**src/rtl/chain_tmr.sv**
```systemverilog
module chain_tmr #(
  parameter int W      = 32,
  parameter int NCH    = 4,
  parameter int ADDR_W = 8
) (
  input  logic              clk,
  input  logic              rst_n,
  input  logic              wr_en,
  input  logic              rd_en,
  input  logic [ADDR_W-1:0] addr,
  input  logic [W-1:0]      wdata,
  output logic [W-1:0]      rdata,
  output logic              irq
);
  localparam int SEG_W = ADDR_W - 4;

  logic [W-1:0]   load_q [NCH];
  logic [W-1:0]   cnt_q  [NCH];
  logic [NCH-1:0] run_q, ie_q, casc_q, flag_q;
  logic [NCH-1:0] step, expire, wr_ctrl;
  logic           halt_q;
  logic [W-1:0]   snap_q;

  wire [SEG_W-1:0] seg  = addr[ADDR_W-1:4];
  wire [1:0]       word = addr[3:2];
  wire             glb  = (seg == '0);

  logic unused_bits;
  assign unused_bits = ^{wdata[W-1:3], addr[1:0]};

  always_ff @(posedge clk or negedge rst_n) begin
    if (!rst_n) begin
      halt_q <= 1'b1;
      snap_q <= '0;
    end else begin
      if (wr_en && glb && word == 2'd0) halt_q <= wdata[0];
      if (rd_en && glb && word == 2'd1) snap_q <= cnt_q[0];
    end
  end

  for (genvar i = 0; i < NCH; i++) begin : g_ch
    wire hit     = (seg == SEG_W'(i + 1));
    wire wr_load = wr_en && hit && word == 2'd0;
    wire wr_flag = wr_en && hit && word == 2'd3;
    wire active  = run_q[i] && !halt_q;
    assign wr_ctrl[i] = wr_en && hit && word == 2'd2;

    if (i == 0) begin : g_first
      assign step[i] = active;
    end else begin : g_next
      assign step[i] = active && (!casc_q[i] || expire[i-1]);
    end
    assign expire[i] = step[i] && (cnt_q[i] == '0);

    wire start = wr_ctrl[i] && wdata[0] && !run_q[i];

    always_ff @(posedge clk or negedge rst_n) begin
      if (!rst_n) begin
        load_q[i] <= '0;
        cnt_q[i]  <= '0;
        run_q[i]  <= 1'b0;
        ie_q[i]   <= 1'b0;
        casc_q[i] <= 1'b0;
        flag_q[i] <= 1'b0;
      end else begin
        if (wr_load) load_q[i] <= wdata;
        if (wr_ctrl[i]) {casc_q[i], ie_q[i], run_q[i]} <= wdata[2:0];
        if (start)          cnt_q[i] <= load_q[i];
        else if (expire[i]) cnt_q[i] <= load_q[i];
        else if (step[i])   cnt_q[i] <= cnt_q[i] - 1'b1;
        if (expire[i])              flag_q[i] <= 1'b1;
        else if (wr_flag && wdata[0]) flag_q[i] <= 1'b0;
      end
    end

    p_dec_r2: assert property (@(posedge clk) disable iff (!rst_n)
      (active && !casc_q[i] && cnt_q[i] != '0 && !wr_ctrl[i]) |=> cnt_q[i] == $past(cnt_q[i]) - 1'b1);
    p_reload_r3: assert property (@(posedge clk) disable iff (!rst_n)
      (step[i] && cnt_q[i] == '0 && !wr_ctrl[i]) |=> (cnt_q[i] == $past(load_q[i]) && flag_q[i]));
    p_hold_r10: assert property (@(posedge clk) disable iff (!rst_n)
      (halt_q && !wr_ctrl[i]) |=> $stable(cnt_q[i]));
    p_irq_r9: assert property (@(posedge clk) disable iff (!rst_n)
      (flag_q[i] && ie_q[i]) |-> irq);
    if (i > 0) begin : g_casc_chk
      p_casc_r6: assert property (@(posedge clk) disable iff (!rst_n)
        (casc_q[i] && !expire[i-1] && !wr_ctrl[i]) |=> $stable(cnt_q[i]));
    end
  end

  assign irq = |(flag_q & ie_q);

  always_comb begin
    rdata = '0;
    if (glb) begin
      case (word)
        2'd0:    rdata = W'(halt_q);
        2'd1:    rdata = cnt_q[1];
        2'd2:    rdata = snap_q;
        default: rdata = '0;
      endcase
    end
    for (int k = 0; k < NCH; k++) begin
      if (seg == SEG_W'(k + 1)) begin
        case (word)
          2'd0:    rdata = load_q[k];
          2'd1:    rdata = cnt_q[k];
          2'd2:    rdata = W'({casc_q[k], ie_q[k], run_q[k]});
          default: rdata = W'(flag_q[k]);
        endcase
      end
    end
  end

  p_reset_r1: assert property (@(posedge clk) $rose(rst_n) |-> (halt_q && !irq));
  p_snap_r7: assert property (@(posedge clk) disable iff (!rst_n)
    (rd_en && glb && word == 2'd1) |=> snap_q == $past(cnt_q[0]));
endmodule

```
**config.mk**
```make
export PLATFORM = sky130hd
export DESIGN_NAME = chain_tmr
export DESIGN_NICKNAME = d
export VERILOG_FILES = /design/src/rtl/chain_tmr.sv
export SDC_FILE = /design/constraint.sdc
export NUM_CORES = 1
export LEC_CHECK = 0
export BUFFER_PORTS_ARGS = -buffer_cell sky130_fd_sc_hd__buf_4
export CORE_MARGIN = 2
export CORE_UTILIZATION = 40
export DETAILED_ROUTE_END_ITERATION = 6
export PLACE_DENSITY = 0.67
export SLEW_MARGIN = 20
export SYNTH_ARGS = -nofsm -noshare
export SYNTH_HDL_FRONTEND = slang
export SYNTH_SLANG_ARGS = --single-unit
```
**constraint.sdc**
```tcl
create_clock -name clk -period 4 [get_ports clk]
set_input_delay 1.2 -clock clk [delete_from_list [all_inputs] [get_ports clk]]
set_output_delay 1.2 -clock clk [all_outputs]
set_load 0.02 [all_outputs]
```
==> impl_metrics.env <==
export IMPL_totalPowerFinal_w=0.00980
export IMPL_postRouteAntennaNets=0
export IMPL_numPortBuffers=74
export IMPL_overflow=0
export IMPL_end_kind="output pin"
export IMPL_finalSetupTns_ps=0
export IMPL_ys_flop_type="dfrtp_1"
export IMPL_top_layer="met4"
export IMPL_synth_cell_types=79
export IMPL_max_cap_viol_count=0
export IMPL_period_needed_ps=3950
export IMPL_path_common_cell="buf_4"
export IMPL_ir_drop_v=0.000374
export IMPL_synth_area_leaders="dfrtp_1 43%, mux2_2 14%, a21oi_1 4.3%"
export IMPL_synth_top_cell_area_share_pct=43.5
export IMPL_diodes=0
export IMPL_startpoint_type="primary input"
export IMPL_grt_max_degree=87
export IMPL_place_inst=2450
export IMPL_cts_made_buffers=36
export IMPL_p_leak_nw=8.97
export IMPL_worst_path_max_fanout=8
export IMPL_syn_to_final_growth_pct=20.3
export IMPL_ys_seq_area_share_pct=43.6
export IMPL_num_vias=15549
export IMPL_synthMostInstantiatedCell="dfrtp_1"
export IMPL_cp_required_ps=2800
export IMPL_p_per_area_mw_per_mm2=465
export IMPL_track_usage_pct=25.4
export IMPL_root_buffer="clkbuf_16"
export IMPL_wire_per_inst_um=22.8
export IMPL_cp_cell_sequence="buf_4 > buf_4 > nor2_1 > buf_4 > nand3b_1 > buf_4 > nor2_1 > a21oi_1 > o21ai_2 > buf_4 > buf_4"
export IMPL_wl_met3_mm=3.75
export IMPL_slowest_stage="nor2_1"
export IMPL_die_w_um=213
export IMPL_drv_slew=0
export IMPL_drtPass1Iterations=5
export IMPL_antenna_found_initial=0
export IMPL_cts_sinks=305
export IMPL_io_pins=77
export IMPL_layout_drive_gt1_share_pct=30.3
export IMPL_fp_dieH_um=213
export IMPL_placed_cell_area_mm2=0.0197
export IMPL_async_reset_ff_share_pct=100
export IMPL_post_cts_buffers=0
export IMPL_syn_area_mm2=0.0175
export IMPL_synth_top_cell_by_area="dfrtp_1"
export IMPL_setup_worst_path_class="primary input to output pin"
export IMPL_yosys_warnings=0
export IMPL_final_area_mm2=0.0211
export IMPL_synthCells=1787
export IMPL_status="completed"
export IMPL_clock_fmax_ghz=0.253
export IMPL_ys_seq_elements=305
export IMPL_place_congestion=0.940
export IMPL_hold_viol=0
export IMPL_timing_hold_ws_ps=512
export IMPL_synth_edf_count=0
export IMPL_grt_pass1_wl_mm=88.7
export IMPL_wl_met1_mm=24.1
export IMPL_clk_latency_ps=540
export IMPL_cp_slowest_stage_delay_ps=200
export IMPL_num_rows=76
export IMPL_worstPathArrival_ps=2750
export IMPL_core_area_mm2=0.0432
export IMPL_slew_headroom_pct=32.7
export IMPL_syn_nets=1837
export IMPL_avgSynthCellArea_um2=9.80
export IMPL_grt_pass1_vias=15143
export IMPL_hpwl_mm=41.9
export IMPL_hp_class="flop to flop"
export IMPL_post_route_period_util_pct=98.7
export IMPL_die_area_mm2=0.0455
export IMPL_cts_tree="built"
export IMPL_wl_met2_mm=26.5
export IMPL_drt_wl_total_mm=57.3
export IMPL_stdcell_count=2512
export IMPL_clockBufferDepth=3
export IMPL_htree_num_levels=2
export IMPL_synth_commonest_cells="304 x dfrtp_1, 217 x mux2_2, 150 x a21oi_1"
export IMPL_vias_per_cell=6.19
export IMPL_first_iter_violations=1587
export IMPL_setup_viol=0
export IMPL_drc=0
export IMPL_start_util_pct=40.5
export IMPL_tightest_slew_ps=1010
export IMPL_fin_nets=1954
export IMPL_fin_worst_skew_ps=11.7
export IMPL_clk_pin_slew_ps=60
-- worst paths after layout --
kind,slack [ps],start,cells past startpoint,to
max,50,addr[5],11,rdata[26]
min,510,load_q[10],2,cnt_q[10]
max reg2reg,580,cnt_q[73],9,cnt_q[10]
min reg2reg,510,load_q[10],2,cnt_q[10]
max in group asynchronous,2400,rst_n,2,snap_q[27]
min in group asynchronous,650,rst_n,1,snap_q[0]
-- routing by layer --
| layer | GRT usage [%] | up-vias |
|---|---|---|
| li1 | - | 6983 |
| met1 | 34.5 | 7762 |
| met2 | 40.1 | 652 |
| met3 | 3.85 | 152 |
| met4 | 11.6 | 0 |
| met5 | 0 | - |
-- critical path, delay by kind of cell --
| kind | cells | cell delay (ps) |
|---|---|---|
| buffers and inverters | 6 | 850 |
| and+or+nand+nor | 3 | 410 |
| AOI/OAI and AO/OA | 2 | 270 |
-- registers in the layout, summed over array words and instances (netlist names) --
register and cells:
casc_q 4, cnt_q 128, flag_q 4, halt_q 1, ie_q 4, load_q 128
run_q 4, snap_q 32
-- logic make-up (layout without fill, tap and decap cells) --
family / after synthesis / in the layout / synth area share [%]
compound gates: 528 / 528 / 19.0
simple gates: 492 / 492 / 14.2
flops: 305 / 305 / 43.6
mux: 293 / 293 / 18.9
buf+inv: 162 / 302 / 3.79
fa+ha+maj: 6 / 6 / 0.429
xor+xnor: 1 / 1 / 0.0500
-- layout make-up --
class | instances | area, um2
Clock buffer | 51 | 1030
Clock inverter | 10 | 100
Fill cell | 4011 | 22100
Inverter | 39 | 146
Multi-Input combinational cell | 1320 | 9630
Sequential cell | 305 | 7630
Tap cell | 585 | 732
Timing Repair Buffer | 202 | 1790
-- report_power, final --
group / switching, W / internal [W]
logic: 0.00133 / 0.00100
clock network: 0.00134 / 0.00191
registers: 0.000628 / 0.00359
-- placed cells by master, fill, tap and decap left out, types with 25 or more instances in the layout --
cell and n:
clkbuf_16 37, buf_4 178, a21oi_1 149, mux2_2 217, o31ai_2 27, a22oi_1 40, o21ai_0 115, nor2_1 119
nor3_1 67, o22ai_1 30, or3_1 25, nand2_1 114, nand3_1 46, inv_1 38, mux2i_1 67, dfrtp_1 304
-- timing repair --
item                                    4_1_cts  5_1_grt
hold buffers                                  0        0
resized for setup                            10       29
endpoints found under the setup margin       27       24
pin swaps                                     0        1
-- per-stage QoR --
step                setup slack (ps)  util [%]
detailed placement              -190      45.6
CTS                            -19.3      48.3
global route                   -15.5      48.8
floorplan                       12.6         -
finish                          51.1      48.8
global placement                -122      45.6
No activity file was read; power rests on OpenSTA's default activity.
